`config.mk`:
```
export PLATFORM = sky130hd
export DESIGN_NAME = pfbus_gate
export DESIGN_NICKNAME = d
export VERILOG_FILES = /design/src/rtl/pfbus_pkg.sv /design/src/rtl/pfbus_lockout.sv /design/src/rtl/pfbus_decode.sv /design/src/rtl/pfbus_wrcap.sv /design/src/rtl/pfbus_gate.sv
export SDC_FILE = /design/constraint.sdc
export NUM_CORES = 1
export LEC_CHECK = 0
export ABC_CLOCK_PERIOD_IN_PS = 2400
export BUFFER_PORTS_ARGS = -buffer_cell sky130_fd_sc_hd__buf_4
export CORE_MARGIN = 2
export CORE_UTILIZATION = 45
export CTS_CLUSTER_DIAMETER = 150
export DETAILED_ROUTE_END_ITERATION = 10
export PLACE_DENSITY = 0.84
export SYNTH_ARGS = -nofsm -noshare
export SYNTH_HDL_FRONTEND = slang
export SYNTH_SLANG_ARGS = --single-unit
```
`constraint.sdc`:
```
create_clock -name clk -period 2.4 [get_ports clk]
set_input_delay 0.24 -clock clk [delete_from_list [all_inputs] [get_ports clk]]
set_output_delay 0.24 -clock clk [all_outputs]
set_load 0.05 [all_outputs]
```
`src/rtl/pfbus_pkg.sv`:
```
package pfbus_pkg;

  typedef enum logic [1:0] {
    ACC_IDLE  = 2'd0,
    ACC_READ  = 2'd1,
    ACC_WRITE = 2'd2,
    ACC_DESEL = 2'd3
  } acc_e;

  // Priority: lockout, then chip enable, then write enable, then output enable.
  function automatic acc_e decode_access(input logic ce_n, input logic oe_n,
                                         input logic we_n, input logic locked);
    if (locked || ce_n) return ACC_DESEL;
    if (!we_n)          return ACC_WRITE;
    if (!oe_n)          return ACC_READ;
    return ACC_IDLE;
  endfunction

  // Raw write condition, independent of supply state.
  function automatic logic write_cond(input logic ce_n, input logic we_n);
    return !ce_n && !we_n;
  endfunction

  // Lockout countdown step.
  function automatic int unsigned recov_next(input logic fail, input int unsigned cnt,
                                             input int unsigned reload);
    if (fail)      return reload;
    if (cnt != 0)  return cnt - 1;
    return 0;
  endfunction

endpackage

```
`src/rtl/pfbus_lockout.sv`:
```
module pfbus_lockout #(
  parameter int unsigned RECOV_CYCLES = 16,
  localparam int unsigned CNT_W = $clog2(RECOV_CYCLES + 1) + 1
) (
  input  logic clk,
  input  logic rst_n,
  input  logic sup_fail,
  input  logic sup_swo,
  output logic fail_now,
  output logic locked,
  output logic retain
);
  import pfbus_pkg::*;

  logic [CNT_W-1:0] recov_cnt;
  logic             recov_busy;

  assign fail_now   = sup_fail | sup_swo;
  assign retain     = sup_swo;
  assign recov_busy = (recov_cnt != '0);
  assign locked     = fail_now | recov_busy;

  always_ff @(posedge clk or negedge rst_n) begin
    if (!rst_n) recov_cnt <= '0;
    else        recov_cnt <= CNT_W'(recov_next(fail_now, int'(recov_cnt), RECOV_CYCLES));
  end

  assert_retain_locks_R6: assert property (@(posedge clk) disable iff (!rst_n)
    retain |-> locked);

  generate
    if (RECOV_CYCLES > 0) begin : g_hold_chk
      assert_hold_after_fail_R9: assert property (@(posedge clk) disable iff (!rst_n)
        ($past(fail_now) && !fail_now) |-> locked);
    end
  endgenerate

  assert_count_bounded_R9: assert property (@(posedge clk) disable iff (!rst_n)
    recov_cnt <= CNT_W'(RECOV_CYCLES));

endmodule

```
`src/rtl/pfbus_decode.sv`:
```
module pfbus_decode (
  input  logic              clk,
  input  logic              rst_n,
  input  logic              ce_n,
  input  logic              oe_n,
  input  logic              we_n,
  input  logic              locked,
  output pfbus_pkg::acc_e   mode,
  output logic              wcond,
  output logic              dq_oe,
  output logic              rd_act
);
  import pfbus_pkg::*;

  assign mode   = decode_access(ce_n, oe_n, we_n, locked);
  assign wcond  = write_cond(ce_n, we_n);
  assign rd_act = (mode == ACC_READ);
  assign dq_oe  = rd_act;

  assert_ce_high_quiet_R1: assert property (@(posedge clk) disable iff (!rst_n)
    ce_n |-> (!dq_oe && !rd_act));
  assert_write_no_drive_R2: assert property (@(posedge clk) disable iff (!rst_n)
    (!ce_n && !we_n) |-> !dq_oe);
  assert_idle_no_drive_R4: assert property (@(posedge clk) disable iff (!rst_n)
    (!ce_n && oe_n && we_n) |-> !dq_oe);
  assert_locked_no_drive_R5: assert property (@(posedge clk) disable iff (!rst_n)
    locked |-> !dq_oe);

endmodule

```
`src/rtl/pfbus_wrcap.sv`:
```
module pfbus_wrcap #(
  parameter int unsigned ADDR_W = 11,
  parameter int unsigned DATA_W = 8
) (
  input  logic              clk,
  input  logic              rst_n,
  input  logic              wcond,
  input  logic              locked,
  input  logic [ADDR_W-1:0] addr,
  input  logic [DATA_W-1:0] din,
  output logic              wr_stb,
  output logic [ADDR_W-1:0] wr_addr,
  output logic [DATA_W-1:0] wr_data,
  output logic              wr_end
);
  logic wcond_q;
  logic spoil_q;
  logic wr_start;

  assign wr_start = wcond && !wcond_q;
  assign wr_end   = wcond_q && !wcond;

  always_ff @(posedge clk or negedge rst_n) begin
    if (!rst_n) begin
      wcond_q <= 1'b0;
      spoil_q <= 1'b0;
      wr_stb  <= 1'b0;
      wr_addr <= '0;
      wr_data <= '0;
    end else begin
      wcond_q <= wcond;
      wr_stb  <= wr_end && !spoil_q && !locked;
      if (wr_start)   spoil_q <= locked;
      else if (wcond) spoil_q <= spoil_q | locked;
      if (wcond) begin
        wr_addr <= addr;
        wr_data <= din;
      end
    end
  end

  assert_no_commit_locked_R8: assert property (@(posedge clk) disable iff (!rst_n)
    wr_stb |-> !$past(locked));
  assert_commit_after_end_R7: assert property (@(posedge clk) disable iff (!rst_n)
    wr_stb |-> !$past(wcond));
  assert_single_pulse_R7: assert property (@(posedge clk) disable iff (!rst_n)
    wr_stb |=> !wr_stb);

endmodule

```
`src/rtl/pfbus_gate.sv`:
```
module pfbus_gate #(
  parameter int unsigned ADDR_W       = 11,
  parameter int unsigned DATA_W       = 8,
  parameter int unsigned RECOV_CYCLES = 16
) (
  input  logic              clk,
  input  logic              rst_n,
  input  logic              bus_ce_n,
  input  logic              bus_oe_n,
  input  logic              bus_we_n,
  input  logic [ADDR_W-1:0] bus_addr,
  input  logic [DATA_W-1:0] bus_din,
  input  logic              sup_fail,
  input  logic              sup_swo,
  output logic              wr_stb,
  output logic [ADDR_W-1:0] wr_addr,
  output logic [DATA_W-1:0] wr_data,
  output logic              rd_act,
  output logic              dq_oe,
  output logic              retain
);
  import pfbus_pkg::*;

  logic fail_now;
  logic locked;
  logic wcond;
  logic wr_end;
  acc_e mode;

  pfbus_lockout #(.RECOV_CYCLES(RECOV_CYCLES)) u_lock (
    .clk(clk), .rst_n(rst_n), .sup_fail(sup_fail), .sup_swo(sup_swo),
    .fail_now(fail_now), .locked(locked), .retain(retain)
  );

  pfbus_decode u_dec (
    .clk(clk), .rst_n(rst_n), .ce_n(bus_ce_n), .oe_n(bus_oe_n), .we_n(bus_we_n),
    .locked(locked), .mode(mode), .wcond(wcond), .dq_oe(dq_oe), .rd_act(rd_act)
  );

  pfbus_wrcap #(.ADDR_W(ADDR_W), .DATA_W(DATA_W)) u_wr (
    .clk(clk), .rst_n(rst_n), .wcond(wcond), .locked(locked),
    .addr(bus_addr), .din(bus_din), .wr_stb(wr_stb),
    .wr_addr(wr_addr), .wr_data(wr_data), .wr_end(wr_end)
  );

  assert_retain_no_drive_R6: assert property (@(posedge clk) disable iff (!rst_n)
    retain |-> (!dq_oe && !rd_act));
  assert_fail_blocks_read_R5: assert property (@(posedge clk) disable iff (!rst_n)
    fail_now |-> (mode == ACC_DESEL));
  assert_end_gated_R8: assert property (@(posedge clk) disable iff (!rst_n)
    (wr_end && fail_now) |=> !wr_stb);

endmodule

```
==> flow_metrics.tcl <==
set metrics [dict create \
    outcome "finished clean" \
    r2r_end "u_wr.wr_stb" \
    worstPathRequired_ns 2.16 \
    hold_violations 0 \
    wl_per_cell_um 13.7 \
    r2r_slack_ns 0.64 \
    dr.pass1.iters 4 \
    syn_to_final_growth_pct 42.2 \
    pwr_density_cell_mw_per_mm2 730 \
    grt_overflow 0 \
    route.detailed.drc 0 \
    fmax_mhz 418 \
    fillers 179 \
    ir_drop_mv 0.430 \
    worstHoldPathType "input port to flop" \
    r2r_start "u_lock.recov_cnt[2]" \
    finalCritPeriodShare_pct 99.6 \
    p_clk_share_pct 18.7 \
    synth.most_common_cell "dfrtp_1" \
    synth_xor_xnor_area_share_pct 1.52 \
    max_stage_delay_ns 0.46 \
    internal_power_mw 0.782 \
    max_slew_margin_pct 64.6 \
    grt_pass1_vias 742 \
    die_w_um 54.7 \
    ioPinCount 49 \
    yosys.area.top_type "dfrtp_1" \
    gp_congestion 0.773 \
    yosys_warnings 0 \
    placed_cell_area_sq_mm 0.00155 \
    comb_power_share_pct 34.7 \
    routed_wirelength_mm 2.26 \
    portBuffers 48 \
    synthMuxAreaShare_pct 18.5 \
    finalClockSkew_ns 0.00914 \
    place_inst 156 \
    crit_start "u_lock.recov_cnt[2]" \
    clk_pin_slew_ns 0.15 \
    ys_ff_latch 28 \
    synth_nets 109 \
    path_cells "or3_4, or4_4, nor4b_4, buf_6" \
    critical_path.max_fanout 4 \
    fin_crit_ns 2.39 \
    synthesis.area_sq_mm 0.00116 \
    synth_flop_cell "dfrtp_1" \
    power_switching_mw 0.419 \
    cp.arrival_ns 2.15 \
    max-cap-violations 0 \
    slew_viol_final 0 \
    h-tree-depth 1 \
    cts_tree "yes" \
    synth_area_leaders "dfrtp_1 61%, mux2_2 19%, nor4b_2 2.6%, nor2_1 2.3%, ha_1 2.2%" \
    clock_latency_ns 0.32 \
    grt_use_total_pct 15.1 \
    via_count 833 \
    fp-row-count 18 \
    final_area_sq_mm 0.00164 \
    ant_nets 0 \
    synth.yosys.seq_area_share_pct 60.6 \
    ff2ff_path_depth 4 \
    design.die.area_sq_mm 0.00299 \
    synth_compound_area_share_pct 4.55 \
    antenna_found_initial 0 \
    syn_inst 81 \
    yosysTopAreaCellShare_pct 60.6 \
    clock-root-buffer "clkbuf_4" \
    drtIter0Drc 5 \
    hpwl_mm 1.62 \
    synth_common_cells "28 x dfrtp_1, 19 x mux2_2, 7 x nor2_1, 3 x inv_1" \
    via_per_inst 5.05 \
    timing.critical_path.to "rd_act" \
    fp.dieH_um 54.7 \
    drive_above_1_share_pct 63.7 \
    yosysUniqueCellTypes 21 \
    worst_pin_slew_ns 0.525 \
    cp-end-kind "output pin" \
    p_seq_share_pct 46.7 \
    cts_buffers 3 \
    synth_top_family_by_area "multiplexers" \
    cts_sinks 28 \
    fin_cells 165 \
    synth-simple-area-share_pct 9.52 \
    cp-start-kind "flop" \
    finalSetupViolations 0 \
    diodes 0 \
    path_class "flop to output pin" \
    rsz0062_at_grt "yes" \
    leakage_nw 0.775 \
    avgSynthCellArea_sq_um 14.3 \
    cp_slowest_cell "or4_4" \
    initial_core_util_pct 47.1 \
    clockBufferDepth 2 \
    swShare_pct 34.9 \
    final_nets 164 \
    grt_first_pass_wirelength_mm 3.17 \
    synth_edf_count 0 \
    post_synth_fa_ha_maj_area_fraction_pct 2.16 \
    grt_max_degree 29 \
    core_area_sq_mm 0.00245 \
    synth-async-reset-ratio_pct 100 \
]
## area by class of cell
cell class	instances	area (sq um)	share of cell area, %
Multi-Input combinational cell	46	443	26.9
Sequential cell	28	701	42.6
Inverter	3	11.3	0.685
Clock buffer	4	36.3	2.21
Timing Repair Buffer	54	415	25.3
Tap cell	30	37.5	2.28
## power by group through the flow
stage	combinational, mW	sequential [mW]	clock, mW
after floorplan	0.0959	0.737	0
after global placement	0.399	0.567	0
after detailed placement	0.404	0.571	0
after CTS	0.407	0.562	0.234
after global routing	0.441	0.568	0.248
final	0.416	0.560	0.224
## worst min path at each step
stage	start	endpoint	slack [ns]	cells past startpoint
after floorplan	rst_n	u_lock.recov_cnt[0]	-0.06	0
final	bus_we_n	u_wr.wcond_q	0.10	2
after global routing	bus_we_n	u_wr.wcond_q	0.1	2
after global placement	rst_n	u_wr.wr_addr[5]	0.17	1
after detailed placement	rst_n	u_wr.wr_addr[5]	0.17	1
after CTS	bus_we_n	u_wr.wcond_q	0.09	2
## per-stage QoR
stage               total power, mW  TNS [ns]  setup slack (ns)  hold WS, ns  util, %
floorplan                     0.833   -0.0363           -0.0363      -0.0556        -
global placement              0.966         0             0.437        0.168     63.0
finish                         1.20         0           0.00946        0.103     67.0
global route                   1.26    -0.135           -0.0675       0.0982     67.0
detailed placement            0.976         0             0.383        0.174     63.0
CTS                            1.20  -0.00744          -0.00438       0.0905     64.9
## routing by layer
layer | vias to the layer above | share of wire (%) | GRT usage [%]
li1 | 387 | - | -
met1 | 400 | 38 | 17.1
met2 | 40 | 52 | 28.4
met3 | 6 | 8.5 | 2.46
met4 | 0 | 1.2 | 5.00
met5 | - | 0 | 0
## worst max-delay path, delay by kind of cell, from the launching register on
kind	cells	cell delay, ns
and+or+nand+nor	3	1.19
buffers and inverters	1	0.20
DFF	1	0.44
## flip-flops by register name, indices dropped and copies added (netlist names)
register and count:
u_wr.wcond_q 1, u_wr.wr_data 8, u_wr.spoil_q 1, u_lock.recov_cnt 6, u_wr.wr_addr 11, u_wr.wr_stb 1
## layout by cell type (no fill, tap or decap)
cell type / netlist / final
nor2_1: 7 / 6
or3_1: 2 / 2
buf_6: 0 / 2
nor2_2: 0 / 1
nor4b_2: 2 / 1
nor4b_4: 0 / 1
o311ai_0: 1 / 1
mux2_2: 19 / 19
nor3_1: 1 / 1
dlygate4sd3_1: 0 / 1
nand3_1: 1 / 1
clkbuf_8: 0 / 1
or4_4: 1 / 1
a21bo_2: 1 / 1
ha_1: 2 / 1
clkbuf_4: 0 / 3
ha_4: 0 / 1
inv_1: 3 / 1
buf_4: 2 / 51
o211ai_1: 1 / 1
dfrtp_1: 28 / 28
nand2b_2: 1 / 1
or3_4: 1 / 1
inv_2: 0 / 2
a22o_1: 1 / 1
o21ai_0: 2 / 2
o31ai_1: 1 / 1
xnor2_1: 2 / 2
## cell families (layout without fill, tap and decap cells)
group | count (synthesis) | in the layout
xor gates and xnor gates | 2 | 2
buffers and inverters | 7 | 61
AOI/OAI and AO/OA | 7 | 7
muxes | 19 | 19
and+or+nand+nor | 16 | 16
adders and majority gates | 2 | 2
DFF | 28 | 28
## repair_timing
| item | in CTS | in global routing |
|---|---|---|
| endpoints found under the setup margin | 2 | 2 |
| resized for setup | 0 | 6 |
| setup buffers | 0 | 4 |
| hold buffers | 1 | 0 |
| hold endpoints to repair | 28 | 0 |
| pin swaps | 0 | 3 |
| cloned | 0 | 0 |
No activity file was read; power rests on OpenSTA's default activity.
